### src/rtl/cap_reload_timer.sv
module cap_reload_timer #(
  parameter int W = 16
) (
  input  logic         clk,
  input  logic         rst_n,
  input  logic         wr,
  input  logic [1:0]   addr,
  input  logic [W-1:0] wdata,
  output logic [W-1:0] rdata,
  input  logic         tick,
  input  logic         ext_pin,
  input  logic         other_ovf,
  output logic         tx_baud,
  output logic         rx_baud,
  output logic         irq
);
  logic [W-1:0] count, reload, capture;
  logic run, cap_mode, ext_en, tx_sel, rx_sel, ovf_flag, ext_flag;
  logic [2:0] sync;

  wire baud   = tx_sel | rx_sel;
  wire ovf    = run & tick & (&count);
  wire fall   = sync[2] & ~sync[1];
  wire trig   = fall & ext_en & ~baud;
  wire wr_ctl = wr && addr == 2'd0;

  assign tx_baud = tx_sel ? ovf : other_ovf;
  assign rx_baud = rx_sel ? ovf : other_ovf;
  assign irq     = ovf_flag | ext_flag;

  always_ff @(posedge clk) begin
    if (!rst_n) sync <= 3'b111;
    else        sync <= {sync[1:0], ext_pin};
  end

  always_ff @(posedge clk) begin
    if (!rst_n) begin
      {run, cap_mode, ext_en, tx_sel, rx_sel} <= '0;
      ovf_flag <= 1'b0;
      ext_flag <= 1'b0;
    end else begin
      if (wr_ctl) {rx_sel, tx_sel, ext_en, cap_mode, run} <= wdata[4:0];
      ovf_flag <= (wr_ctl ? wdata[6] : ovf_flag) | (ovf & ~baud);
      ext_flag <= (wr_ctl ? wdata[7] : ext_flag) | trig;
    end
  end

  always_ff @(posedge clk) begin
    if (!rst_n) begin
      count   <= '0;
      reload  <= '0;
      capture <= '0;
    end else begin
      if (wr && addr == 2'd1)
        count <= wdata;
      else if ((ovf && (baud || !cap_mode)) || (trig && !cap_mode))
        count <= reload;
      else if (run && tick)
        count <= count + 1'b1;
      if (wr && addr == 2'd2) reload <= wdata;
      if (trig && cap_mode)   capture <= count;
    end
  end

  always_comb begin
    case (addr)
      2'd0:    rdata = W'({ext_flag, ovf_flag, 1'b0, rx_sel, tx_sel, ext_en, cap_mode, run});
      2'd1:    rdata = count;
      2'd2:    rdata = reload;
      default: rdata = capture;
    endcase
  end

  assert_flag_sticky_R10: assert property (@(posedge clk) disable iff (!rst_n)
    $fell(ovf_flag) || $fell(ext_flag) |-> $past(wr_ctl));

  assert_baud_no_flag_R8: assert property (@(posedge clk) disable iff (!rst_n)
    (ovf && baud && !wr_ctl) |=> $stable(ovf_flag));

  assert_ext_gated_R7: assert property (@(posedge clk) disable iff (!rst_n)
    $rose(ext_flag) |-> $past(wr_ctl) || ($past(ext_en) && !$past(baud)));

  assert_reload_on_ovf_R4: assert property (@(posedge clk) disable iff (!rst_n)
    (ovf && !cap_mode && !(wr && addr == 2'd1)) |=> count == $past(reload));
endmodule

### config.mk
export PLATFORM = sky130hd
export DESIGN_NAME = cap_reload_timer
export DESIGN_NICKNAME = d
export VERILOG_FILES = /design/src/rtl/cap_reload_timer.sv
export SDC_FILE = /design/constraint.sdc
export NUM_CORES = 1
export LEC_CHECK = 0
export BUFFER_PORTS_ARGS = -buffer_cell sky130_fd_sc_hd__buf_2
export CAP_MARGIN = 10
export CORE_MARGIN = 2
export CORE_UTILIZATION = 49
export CTS_CLUSTER_DIAMETER = 120
export DETAILED_ROUTE_END_ITERATION = 7
export PLACE_DENSITY = 0.78
export SLEW_MARGIN = 20
export SYNTH_ARGS = -nofsm -noshare
export SYNTH_HDL_FRONTEND = slang
export SYNTH_SLANG_ARGS = --single-unit
export TNS_END_PERCENT = 20
### constraint.sdc
create_clock -name clk -period 2.5 [get_ports clk]
set_input_delay 0.5 -clock clk [delete_from_list [all_inputs] [get_ports clk]]
set_output_delay 0.5 -clock clk [all_outputs]
set_load 0.02 [all_outputs]
==> summary.md <==
| Metric | Value |
|---|---|
| RSZ-0062 raised after global routing | no |
| ANT cells | 0 |
| Clk pin slew, worst setup/hold paths | 70 ps |
| Synth top area cells | dfxtp_1 (37%), nand2_1 (9.3%), a21boi_0 (6.9%), mux4_2 (5.0%), mux2_2 (3.9%) |
| Initial antenna violation count | 0 |
| Sequential cell area | 1170 um2 |
| Setup TNS | 0 ps |
| Core Area | 6280 um2 |
| Critical R2R Capture | count[14] |
| Worst R2R Path Depth | 8 |
| Final min period | 2460 ps |
| Grt ovf | 0 |
| Share of cells above drive strength 1 | 29.6% |
| Net Count, Synth | 384 |
| TritonCTS buffer count | 9 |
| Main synth FF type | dfxtp_1 |
| CP max-delay cell | or4b_4 |
| Critical Path Start | count[1] |
| Vias in the first global route | 2905 |
| H-tree lvl count | 3 |
| Number of flops mapped to enable cells by yosys | 0 |
| Largest stage delay on the critical path | 540 ps |
| WP buf/inv | 2 |
| Initial DRT Pass Iterations | 5 |
| Fill cell count | 553 |
| Top-count cell post-synth | nand2_1 |
| Critical path class | reg2out |
| Clk_skew | 8.35 ps |
| Async set-reset flop share out of synthesis | 0% |
| Top layer in use | met4 |
| Routed wl met3 | 591 um |
| Critical Path Stages | 6 |
| Count of different cell masters after synthesis | 55 |
| Clock latency on the worst-skew pair | 350 ps |
| Total GRT Usage | 25.8% |
| Final hold violation count | 0 |
| Routed wire length | 8680 um |
| Worst Path Max Fanout | 3 |
| Cell accounting for the most synthesized area | dfxtp_1 |
| TritonCTS sink count | 58 |
| Crit path max-delay family | simple AND/OR/NAND/NOR gates |
| Routed via count | 2960 |
| Relative slew slack | 59.8% |
| PD cells | 570 nW/um2 |
| Final slew viol count | 0 |
| Final Wtd Congestion | 1.07 |
| Lkg Pwr | 0.00144 uW |
| Sequential-to-total area share from yosys stat | 36.9% |
| Worst-path cell chain | ha_2, inv_2, or4b_4, nor3_4, mux2_4, buf_6 |
| Final Cycle Share | 98.3% |
| Largest net degree at the start of global routing | 30 |
| Worst endpoint data arrival time | 1960 ps |
| Final #Nets | 439 |
| Top Ports | 43 |
| CTS Hold Buffers Added | 0 |
| YS warnings | 0 |
| Post-Synthesis Cells | 359 |
| Max cap viols | 0 |
| Final non-filler cell area | 3810 um2 |
| Worst r2r src | count[5] |
| Met2 WL | 3950 um |
| Critical Path Start Type | register |
| Post-DRT Antenna Nets | 0 |
| Peak VDD IR | 0.294 mV |
| Cell area after synthesis | 3150 um2 |
| Die Ht | 84.1 um |
| Multi-input gate area | 1860 um2 |
| Syn Area/Cell | 8.77 um2 |
| Synthesis-to-finish area growth | 21.1% |
| R2R setup slack | 470 ps |
| Worst Setup End Kind | primary output |
| Bufs on Longest Clock Path | 2 |
| M1 WL | 3950 um |
| Status | complete, no violations |
| Rows | 29 |
| Initial Utilization | 50.1% |
| Critical path destination | rx_baud |
| Die area | 7080 um2 |
| DP Wirelength | 6190 um |
| Final Setup Violations | 0 |
| Number of I/O port buffers | 42 |
| Detailed Route Iter0 Violations | 228 |
| First-pass GRT wire length | 14400 um |
| Max Freq | 407 MHz |
| # DRC | 0 |
| Worst-Margin Slew | 600 ps |
| Worst EP required | 2000 ps |
| CTS tree | done |
| Area share of the largest cell type after synthesis | 36.9% |
| Hold Crit Depth | 2 |
| Root Buffer Master | clkbuf_8 |
| Routed wire per std cell | 17.5 um |
| Placed Instance Area | 3520 um2 |
| DR vias/cell | 5.97 |
| Die width | 84.1 um |
| Worst hold path type | in2reg |
| Commonest cells post-synth | nand2_1 (78), dfxtp_1 (58), a21boi_0 (29) |
| Yosys reg bits | 58 |
==> per-layer routing <==
| layer | GRT usage (%) | up-vias |
|---|---|---|
| met5 | 0 | - |
| met4 | 10.3 | 0 |
| met3 | 6.78 | 23 |
| met2 | 39.5 | 105 |
| met1 | 34.9 | 1422 |
| li1 | - | 1410 |
==> stage by stage <==
| stage | utilization [%] | setup WS, ps | power [uW] | std cells | hold slack [ps] |
|---|---|---|---|---|---|
| after detailed placement | 56.1 | 75.0 | 1200 | 476 | 396 |
| after global routing | 60.7 | 2.21 | 2240 | 496 | 337 |
| final | 60.7 | 43.3 | 2170 | 496 | 328 |
| after global placement | 56.1 | 129 | 1200 | 476 | 388 |
| after CTS | 60.7 | 6.60 | 2180 | 496 | 319 |
| after floorplan | - | 247 | 1120 | 359 | 386 |
==> kinds of logic after synthesis <==
| group | share of synthesized area, % |
|---|---|
| buffers and inverters | 4.57 |
| XOR/XNOR | 3.34 |
| AO/OA/AOI/OAI | 18.6 |
| AND/OR/NAND/NOR | 25.0 |
| adder cells (fa/ha/maj) | 0.398 |
| multiplexers | 11.2 |
| flip-flops | 36.9 |
==> registers in the layout, summed over array words and instances (netlist names) <==
register / count
ovf_flag: 1
capture: 16
cap_mode: 1
ext_en: 1
reload: 16
sync: 3
rx_sel: 1
tx_sel: 1
count: 16
run: 1
ext_flag: 1
==> worst min path at each step <==
stage / slack (ps) / to / startpoint
after floorplan: 390 / sync[1] / sync[0]
after global placement: 390 / sync[1] / sync[0]
after CTS: 320 / sync[0] / ext_pin
final: 330 / sync[0] / ext_pin
after global routing: 340 / sync[0] / ext_pin
after detailed placement: 400 / sync[1] / sync[0]
==> timing repair <==
action	in CTS	in global routing
pin swaps	2	1
gates cloned	0	0
gates resized for setup	17	1
endpoints found under the setup margin	2	2
buffers inserted	4	0
==> worst register-to-register path, stage by stage (launching register included) <==
cell and delay, ps:
dfxtp_1 390, nand4_4 120, buf_4 180, nor4b_2 330
a31o_1 320, buf_4 200, buf_4 160, nand4_1 110
o311ai_2 120
==> power breakdown <==
group          total [uW]  internal, uW  switching, uW
clock network         979           585            394
logic                 219          97.2            122
registers             973           948           25.1
==> cell type report <==
type / instances / area share [%]
Clock buffer: 11 / 3.71
Clock inverter: 5 / 2.04
Inverter: 6 / 0.591
Multi-Input combinational cell: 268 / 48.8
Sequential cell: 58 / 30.8
Tap cell: 77 / 2.53
Timing Repair Buffer: 71 / 11.6
==> cells in the final DEF (no fill, tap or decap), drive strengths merged, types with 2 or more instances in the layout <==
cell type	n
a221oi	2
a31o	2
nand2b	4
buf	71
inv	6
xnor2	10
dfxtp	58
or2	2
nand3b	2
mux4	7
mux2i	7
clkinv	2
and3	3
a22o	9
o311ai	9
o21ai	7
nor3	4
nor2	11
mux2	11
a21boi	35
nor2b	6
bufinv	2
or3	2
nand4	14
xor2	2
nor4b	2
nand3	15
nand2	78
clkbuf	11
and2	3
nor4	5
(Power assumes the default switching activity.)
